`src/rtl/bcal_pkg.sv`:
```
package bcal_pkg;
  localparam int SEC_W   = 7;
  localparam int MIN_W   = 7;
  localparam int HOUR_W  = 6;
  localparam int WDAY_W  = 3;
  localparam int MDAY_W  = 6;
  localparam int MON_W   = 5;
  localparam int YEAR_W  = 8;
  localparam int FIELD_NUM = 7;

  // address order matters: trigger sits right after the seven time fields
  localparam int IDX_SEC  = 0;
  localparam int IDX_MIN  = 1;
  localparam int IDX_HOUR = 2;
  localparam int IDX_WDAY = 3;
  localparam int IDX_MDAY = 4;
  localparam int IDX_MON  = 5;
  localparam int IDX_YEAR = 6;
  localparam int IDX_TRIG = FIELD_NUM;
  localparam int IDX_CTRL = FIELD_NUM + 1;

  typedef struct packed {
    logic [SEC_W-1:0]  sec;
    logic [MIN_W-1:0]  min;
    logic [HOUR_W-1:0] hour;
    logic [WDAY_W-1:0] wday;
    logic [MDAY_W-1:0] mday;
    logic [MON_W-1:0]  mon;
    logic [YEAR_W-1:0] year;
    logic              leap;
  } calTime_t;

  typedef struct packed {
    logic [FIELD_NUM-1:0] stageWe;
    logic                 loadNow;
    logic                 advance;
  } calStrobe_t;
endpackage

```
`src/rtl/bcal_ctrl.sv`:
```
module bcal_ctrl
  import bcal_pkg::*;
#(
  parameter int ADDR_W = 4
) (
  input  logic              busWrEn,
  input  logic [ADDR_W-1:0] busAddr,
  input  logic              trigBit,
  input  logic              tick,
  output calStrobe_t        strobes
);
  logic [FIELD_NUM-1:0] fieldHit;

  for (genvar i = 0; i < FIELD_NUM; i++) begin : g_hit
    assign fieldHit[i] = busWrEn && (busAddr == ADDR_W'(i));
  end

  logic loadReq;
  assign loadReq = busWrEn && (busAddr == ADDR_W'(IDX_TRIG)) && trigBit;

  always_comb begin
    strobes.stageWe = fieldHit;
    strobes.loadNow = loadReq;
    // a load and a tick on the same edge: the load wins, the tick is lost
    strobes.advance = tick && !loadReq;
  end
endmodule

```
`src/rtl/bcal_datapath.sv`:
```
module bcal_datapath
  import bcal_pkg::*;
#(
  parameter int ADDR_W = 4,
  parameter int DATA_W = 16
) (
  input  logic              clk,
  input  logic              rstN,
  input  calStrobe_t        strobes,
  input  logic [ADDR_W-1:0] busAddr,
  input  logic [DATA_W-1:0] busWrData,
  output logic [DATA_W-1:0] busRdData,
  output calTime_t          liveTime,
  output calTime_t          stageTime
);
  localparam int FLAG_BIT = DATA_W - 1;
  localparam calTime_t RESET_TIME = '{sec: '0, min: '0, hour: '0, wday: '0,
                                      mday: MDAY_W'(1), mon: MON_W'(1),
                                      year: '0, leap: 1'b0};

  logic unusedWrBits;
  assign unusedWrBits = ^busWrData[FLAG_BIT-1:YEAR_W];

  function automatic logic [7:0] bcdStep(input logic [7:0] v);
    if (v[3:0] >= 4'd9) return {v[7:4] + 4'd1, 4'd0};
    return v + 8'd1;
  endfunction

  function automatic logic [7:0] lastDay(input logic [MON_W-1:0] m, input logic lp);
    case (m)
      MON_W'(5'h02): return lp ? 8'h29 : 8'h28;
      MON_W'(5'h04), MON_W'(5'h06), MON_W'(5'h09), MON_W'(5'h11): return 8'h30;
      default: return 8'h31;
    endcase
  endfunction

  // staging registers
  always_ff @(posedge clk) begin
    if (!rstN) begin
      stageTime <= RESET_TIME;
    end else begin
      if (strobes.stageWe[IDX_SEC])  stageTime.sec  <= busWrData[SEC_W-1:0];
      if (strobes.stageWe[IDX_MIN])  stageTime.min  <= busWrData[MIN_W-1:0];
      if (strobes.stageWe[IDX_HOUR]) stageTime.hour <= busWrData[HOUR_W-1:0];
      if (strobes.stageWe[IDX_WDAY]) stageTime.wday <= busWrData[WDAY_W-1:0];
      if (strobes.stageWe[IDX_MDAY]) stageTime.mday <= busWrData[MDAY_W-1:0];
      if (strobes.stageWe[IDX_MON])  stageTime.mon  <= busWrData[MON_W-1:0];
      if (strobes.stageWe[IDX_YEAR]) begin
        stageTime.year <= busWrData[YEAR_W-1:0];
        stageTime.leap <= busWrData[FLAG_BIT];
      end
    end
  end

  // carry chain for one second
  calTime_t nextTime;
  logic [7:0] secInc, minInc, hourInc, mdayInc, monInc, yearInc;

  always_comb begin
    secInc  = bcdStep(8'(liveTime.sec));
    minInc  = bcdStep(8'(liveTime.min));
    hourInc = bcdStep(8'(liveTime.hour));
    mdayInc = bcdStep(8'(liveTime.mday));
    monInc  = bcdStep(8'(liveTime.mon));
    yearInc = bcdStep(liveTime.year);
    nextTime = liveTime;
    if (liveTime.sec < SEC_W'(7'h59)) begin
      nextTime.sec = secInc[SEC_W-1:0];
    end else begin
      nextTime.sec = '0;
      if (liveTime.min < MIN_W'(7'h59)) begin
        nextTime.min = minInc[MIN_W-1:0];
      end else begin
        nextTime.min = '0;
        if (liveTime.hour < HOUR_W'(6'h23)) begin
          nextTime.hour = hourInc[HOUR_W-1:0];
        end else begin
          nextTime.hour = '0;
          nextTime.wday = (liveTime.wday >= WDAY_W'(6)) ? '0 : liveTime.wday + WDAY_W'(1);
          if (8'(liveTime.mday) < lastDay(liveTime.mon, liveTime.leap)) begin
            nextTime.mday = mdayInc[MDAY_W-1:0];
          end else begin
            nextTime.mday = MDAY_W'(1);
            if (liveTime.mon < MON_W'(5'h12)) begin
              nextTime.mon = monInc[MON_W-1:0];
            end else begin
              nextTime.mon = MON_W'(1);
              nextTime.year = (liveTime.year >= 8'h99) ? '0 : yearInc;
            end
          end
        end
      end
    end
  end

  always_ff @(posedge clk) begin
    if (!rstN)                liveTime <= RESET_TIME;
    else if (strobes.loadNow) liveTime <= stageTime;
    else if (strobes.advance) liveTime <= nextTime;
  end

  // read mux: live values only
  always_comb begin
    busRdData = '0;
    case (busAddr)
      ADDR_W'(IDX_SEC):  busRdData = DATA_W'(liveTime.sec);
      ADDR_W'(IDX_MIN):  busRdData = DATA_W'(liveTime.min);
      ADDR_W'(IDX_HOUR): busRdData = DATA_W'(liveTime.hour);
      ADDR_W'(IDX_WDAY): busRdData = DATA_W'(liveTime.wday);
      ADDR_W'(IDX_MDAY): busRdData = DATA_W'(liveTime.mday);
      ADDR_W'(IDX_MON):  busRdData = DATA_W'(liveTime.mon);
      ADDR_W'(IDX_YEAR): begin
        busRdData = DATA_W'(liveTime.year);
        busRdData[FLAG_BIT] = liveTime.leap;
      end
      ADDR_W'(IDX_CTRL): busRdData = DATA_W'(1);
      default:           busRdData = '0;
    endcase
  end
endmodule

```
`src/rtl/bcd_cal_top.sv`:
```
module bcd_cal_top
  import bcal_pkg::*;
#(
  parameter int ADDR_W = 4,
  parameter int DATA_W = 16
) (
  input  logic              clk,
  input  logic              rstN,
  input  logic              tick,
  input  logic              busWrEn,
  input  logic [ADDR_W-1:0] busAddr,
  input  logic [DATA_W-1:0] busWrData,
  output logic [DATA_W-1:0] busRdData
);
  calStrobe_t strobes;
  calTime_t   liveTime;
  calTime_t   stageTime;

  bcal_ctrl #(.ADDR_W(ADDR_W)) u_ctrl (
    .busWrEn (busWrEn),
    .busAddr (busAddr),
    .trigBit (busWrData[DATA_W-1]),
    .tick    (tick),
    .strobes (strobes)
  );

  bcal_datapath #(.ADDR_W(ADDR_W), .DATA_W(DATA_W)) u_dp (
    .clk       (clk),
    .rstN      (rstN),
    .strobes   (strobes),
    .busAddr   (busAddr),
    .busWrData (busWrData),
    .busRdData (busRdData),
    .liveTime  (liveTime),
    .stageTime (stageTime)
  );
endmodule

```
`config.mk`:
```
export PLATFORM = sky130hd
export DESIGN_NAME = bcd_cal_top
export DESIGN_NICKNAME = d
export VERILOG_FILES = /design/src/rtl/bcal_pkg.sv /design/src/rtl/bcal_ctrl.sv /design/src/rtl/bcal_datapath.sv /design/src/rtl/bcd_cal_top.sv
export SDC_FILE = /design/constraint.sdc
export NUM_CORES = 1
export LEC_CHECK = 0
export BUFFER_PORTS_ARGS = -buffer_cell sky130_fd_sc_hd__clkbuf_2
export CORE_AREA = 2 2 139 100
export CTS_CLUSTER_SIZE = 24
export DETAILED_ROUTE_END_ITERATION = 7
export DIE_AREA = 0 0 141 102
export PLACE_DENSITY = 0.59
export SLEW_MARGIN = 20
export SYNTH_ARGS = -nofsm -noshare
export SYNTH_HDL_FRONTEND = slang
export SYNTH_SLANG_ARGS = --single-unit
```
`constraint.sdc`:
```
create_clock -name clk -period 2.7 [get_ports clk]
set_input_delay 0.135 -clock clk [delete_from_list [all_inputs] [get_ports clk]]
set_output_delay 0.135 -clock clk [all_outputs]
set_load 0.1 [all_outputs]
```
==> summary.txt <==
Yosys
  – #FFs+latches synth: 86
  – Post-synth top flop: dfxtp_1
  – Synth top area share: ~33%
  – Post-Synth Simple-Gate Area: about a fifth
  – Post-synthesis xor/xnor area fraction: less than 1%
  – Yosys warns: 0
  – Main combinational cell family by area after synthesis: compound AO/OA/AOI/OAI gates
  – Count of cell types in the netlist: 73
  – Mean Syn Cell Area: about 8 um^2
  – Main area contributors after synthesis: dfxtp_1 33%, ha_1 6.9%, nand2_1 6.3%
  – Adder-cell share of the synthesized area: 6.923%
  – Synthesized area: approximately 0.0052 mm^2
  – Area leader, netlist: dfxtp_1
  – Compound-cell area share of the yosys netlist: about 25%
  – Post-Synthesis Cells: 647
  – Sequential area share after synthesis: about a third
  – Post-synth EDFFs: 0
  – Multiplexer area fraction after synthesis: under 10%
  – Asr flop ratio synth: 0%

Die
  – Die W: 141 um
  – Ports: 40
  – Die ar.: ~0.014 mm^2
  – Die Height: between 100 and 150 um
  – Cell Rows: 35
  – Core ar.: approximately 0.013 mm^2
  – Initial Util: around two fifths

STA
  – Final Hold Fails: 0
  – Fin worst setup slack: 0.1111 ns
  – Tcrit/Tclk final: 95.89%
  – Peak Freq: 386.3 MHz
  – Worst Max-Slew Pin Slew: ~0.75 ns
  – Final min period: approximately 2.6 ns
  – Worst Hold Slack: between 0.007 and 0.008 ns
  – Slew HR: 49.15%
  – RSZ-0062 raised after global routing: true
  – Final setup violation count: 0
  – Setup Skew: 0.005453 ns
  – Final slew viol count: 0
  – Setup tns final: 0 ns

Power and ir drop
  – Pwr dens: 476.1 mW/mm^2
  – Leakage: about 0.0023 uW
  – VDD IR-drop max: ~0.35 mV

Hold path
  – Min-delay src: busWrData[7]
  – Hold Crit Depth: 3
  – HP Class: in2reg
  – WHS Endpoint: u_dp.stageTime[8]$_SDFFE_PN0P_

Status
  – Outcome: completed

Clock tree
  – Total clock sinks: 86
  – TritonCTS clock tree: yes
  – Htree depth: 3
  – Total CTS buffers: 9
  – Post CTS Setup Buffer Count: 0
  – CTS Hold Bufs: 0
  – Clock-pin slew on the worst setup and hold paths: roughly 0.06 ns
  – Clk root buf: clkbuf_16
  – Worst-Skew Late Latency: 0.35 ns
  – CTS Buffer Depth: 2

Worst setup path
  – CP Data Required Time: 2.97 ns
  – Crit Path Max Fanout: 8
  – Worst reg2reg path endpoint: u_dp.liveTime[2]$_SDFFE_PN0P_
  – Startpoint of the worst register-to-register path: u_dp.liveTime[9]$_SDFFE_PN1P_
  – Setup CP Type: reg2reg
  – Setup crit end kind: flop
  – Worst R2R Setup Slack: about 0.11 ns
  – R2r worst-path depth: 12
  – Arrival time worst endpoint: 2.86 ns
  – Startpoint types: flop

Route
  – Initial DRC count: just under 500
  – Routed vias: roughly 5000
  – DRC: 0
  – Vias per cell: 5.964
  – Routed WL: about 16000 um
  – Wire per inst: about 19 um
  – Iteration count of the initial detailed-routing pass: 5
  – Post-route ant nets: 0

Cells and area
  – Final Non-Filler Cells: around 840
  – Fraction of layout cells with a size suffix above 1: between 10% and 20%
  – Nets@finish: 720
  – ANT cells: 0
  – Area added between synthesis and finish: 12.53%
  – Final instance area: ~0.0059 mm^2

Run
  – Max Cap Viol: 0

Global route
  – Largest net degree at the start of global routing: 38
  – Vias in the first global route: around 4400
  – Overall routing resource usage: between 20% and 30%
  – Total gr overflow: 0
  – First-pass GRT wire length: between 20000 and 25000 um
  – Antenna violations before repair: 0

Place
  – Pre-CTS setup slack: -0.008485 ns
  – Port-buffer cells: 25
  – GP Congestion: 0.8897
  – Dpl hpwl: about 11000 um
  – Cells after DPL: just over 800
  – Dpl cell area: between 0.005 and 0.006 mm^2
cell usage in the layout (no fill, tap or decap), types with 9 or more instances in the layout:
master / Yosys / layout
a211oi_1: 11 / 11
a21oi_1: 47 / 47
buf_4: 7 / 25
clkbuf_16: 0 / 9
clkbuf_2: 1 / 25
dfxtp_1: 86 / 84
ha_1: 29 / 28
inv_1: 28 / 26
mux2i_1: 31 / 31
nand2_1: 88 / 88
nand3_1: 36 / 36
nor2_1: 48 / 48
nor3_1: 9 / 9
o21ai_0: 36 / 35
o31ai_1: 12 / 10
kinds of logic (layout without fill, tap and decap cells):
| group | after synthesis | in the layout |
|---|---|---|
| AND/OR/NAND/NOR | 229 | 229 |
| AO/OA/AOI/OAI | 191 | 191 |
| flip-flops | 86 | 86 |
| buffers and inverters | 75 | 94 |
| multiplexers | 33 | 33 |
| adder cells (fa/ha/maj) | 29 | 29 |
| XOR/XNOR | 3 | 3 |
| other | 1 | 7 |
synth_stat cells (10+ instances only):
| cell type | count |
|---|---|
| a211oi_1 | 11 |
| a21oi_1 | 47 |
| buf_2 | 10 |
| clkbuf_1 | 20 |
| dfxtp_1 | 86 |
| ha_1 | 29 |
| inv_1 | 28 |
| mux2i_1 | 31 |
| nand2_1 | 88 |
| nand3_1 | 36 |
| nor2_1 | 48 |
| o21ai_0 | 36 |
| o31ai_1 | 12 |
worst max path at each step:
stage / startpoint / end / cells past startpoint
2_1_floorplan: busAddr[1] / busRdData[15] / 4
3_3_place_gp: u_dp.liveTime[9]$_SDFFE_PN1P_ / u_dp.liveTime[17]$_SDFFE_PN0P_ / 11
3_5_place_dp: u_dp.liveTime[9]$_SDFFE_PN1P_ / u_dp.liveTime[17]$_SDFFE_PN0P_ / 11
4_1_cts: u_dp.liveTime[9]$_SDFFE_PN1P_ / u_dp.liveTime[2]$_SDFFE_PN0P_ / 12
5_1_grt: u_dp.liveTime[9]$_SDFFE_PN1P_ / u_dp.liveTime[2]$_SDFFE_PN0P_ / 12
6_report: u_dp.liveTime[9]$_SDFFE_PN1P_ / u_dp.liveTime[2]$_SDFFE_PN0P_ / 12
per-layer routing:
metal	share of wire, %	global-route usage (%)	vias up	wire length (um)
met5	0	0	-	0
met4	2.2	7.692	0	349
met3	7.6	3.889	25	1211
met2	41	31.63	219	6486
met1	49	34.02	2373	7796
li1	-	-	2381	-
layout make-up:
class	count	area, um^2
well taps	166	207.7
flip-flops and latches	86	1724
fillers	1280	7108
multi-input cells	492	3251
repair buffers	50	312.8
inverters	28	105.1
clock buffers	10	229.0
clock inverters	6	68.82
stage by stage:
step / total power [uW] / util, %
CTS: 2835 / 44.89
floorplan: 1499 / -
finish: 2808 / 45.35
global route: 2910 / 45.35
detailed placement: 1568 / 42.60
global placement: 1565 / 42.60
state kept, by name, summed over array words and instances, names as in the netlist:
signal and count:
u_dp.stageTime 43, u_dp.liveTime 43
where the power goes:
part           leakage [uW]  switching, uW  internal, uW
registers          0.000694           15.4          1280
logic               0.00142            193          54.6
clock network      0.000143            539           724
critical path, cell delays in order, from the launching register on:
cell and delay, ns:
dfxtp_2 0.33, inv_2 0.07, ha_4 0.13, nor4b_4 0.18, buf_4 0.15, inv_1 0.03, ha_1 0.18, or4_4 0.43
a31oi_4 0.16, buf_4 0.13, o211ai_1 0.24, nand3_4 0.26, mux2i_1 0.21
repair_timing:
| item | in CTS | in global routing |
|---|---|---|
| resized for setup | 1 | 12 |
| endpoints found under the setup margin | 1 | 17 |
| pin swaps | 0 | 7 |
| gates cloned | 0 | 0 |
Note: power is estimated with default switching activity, not from simulation.
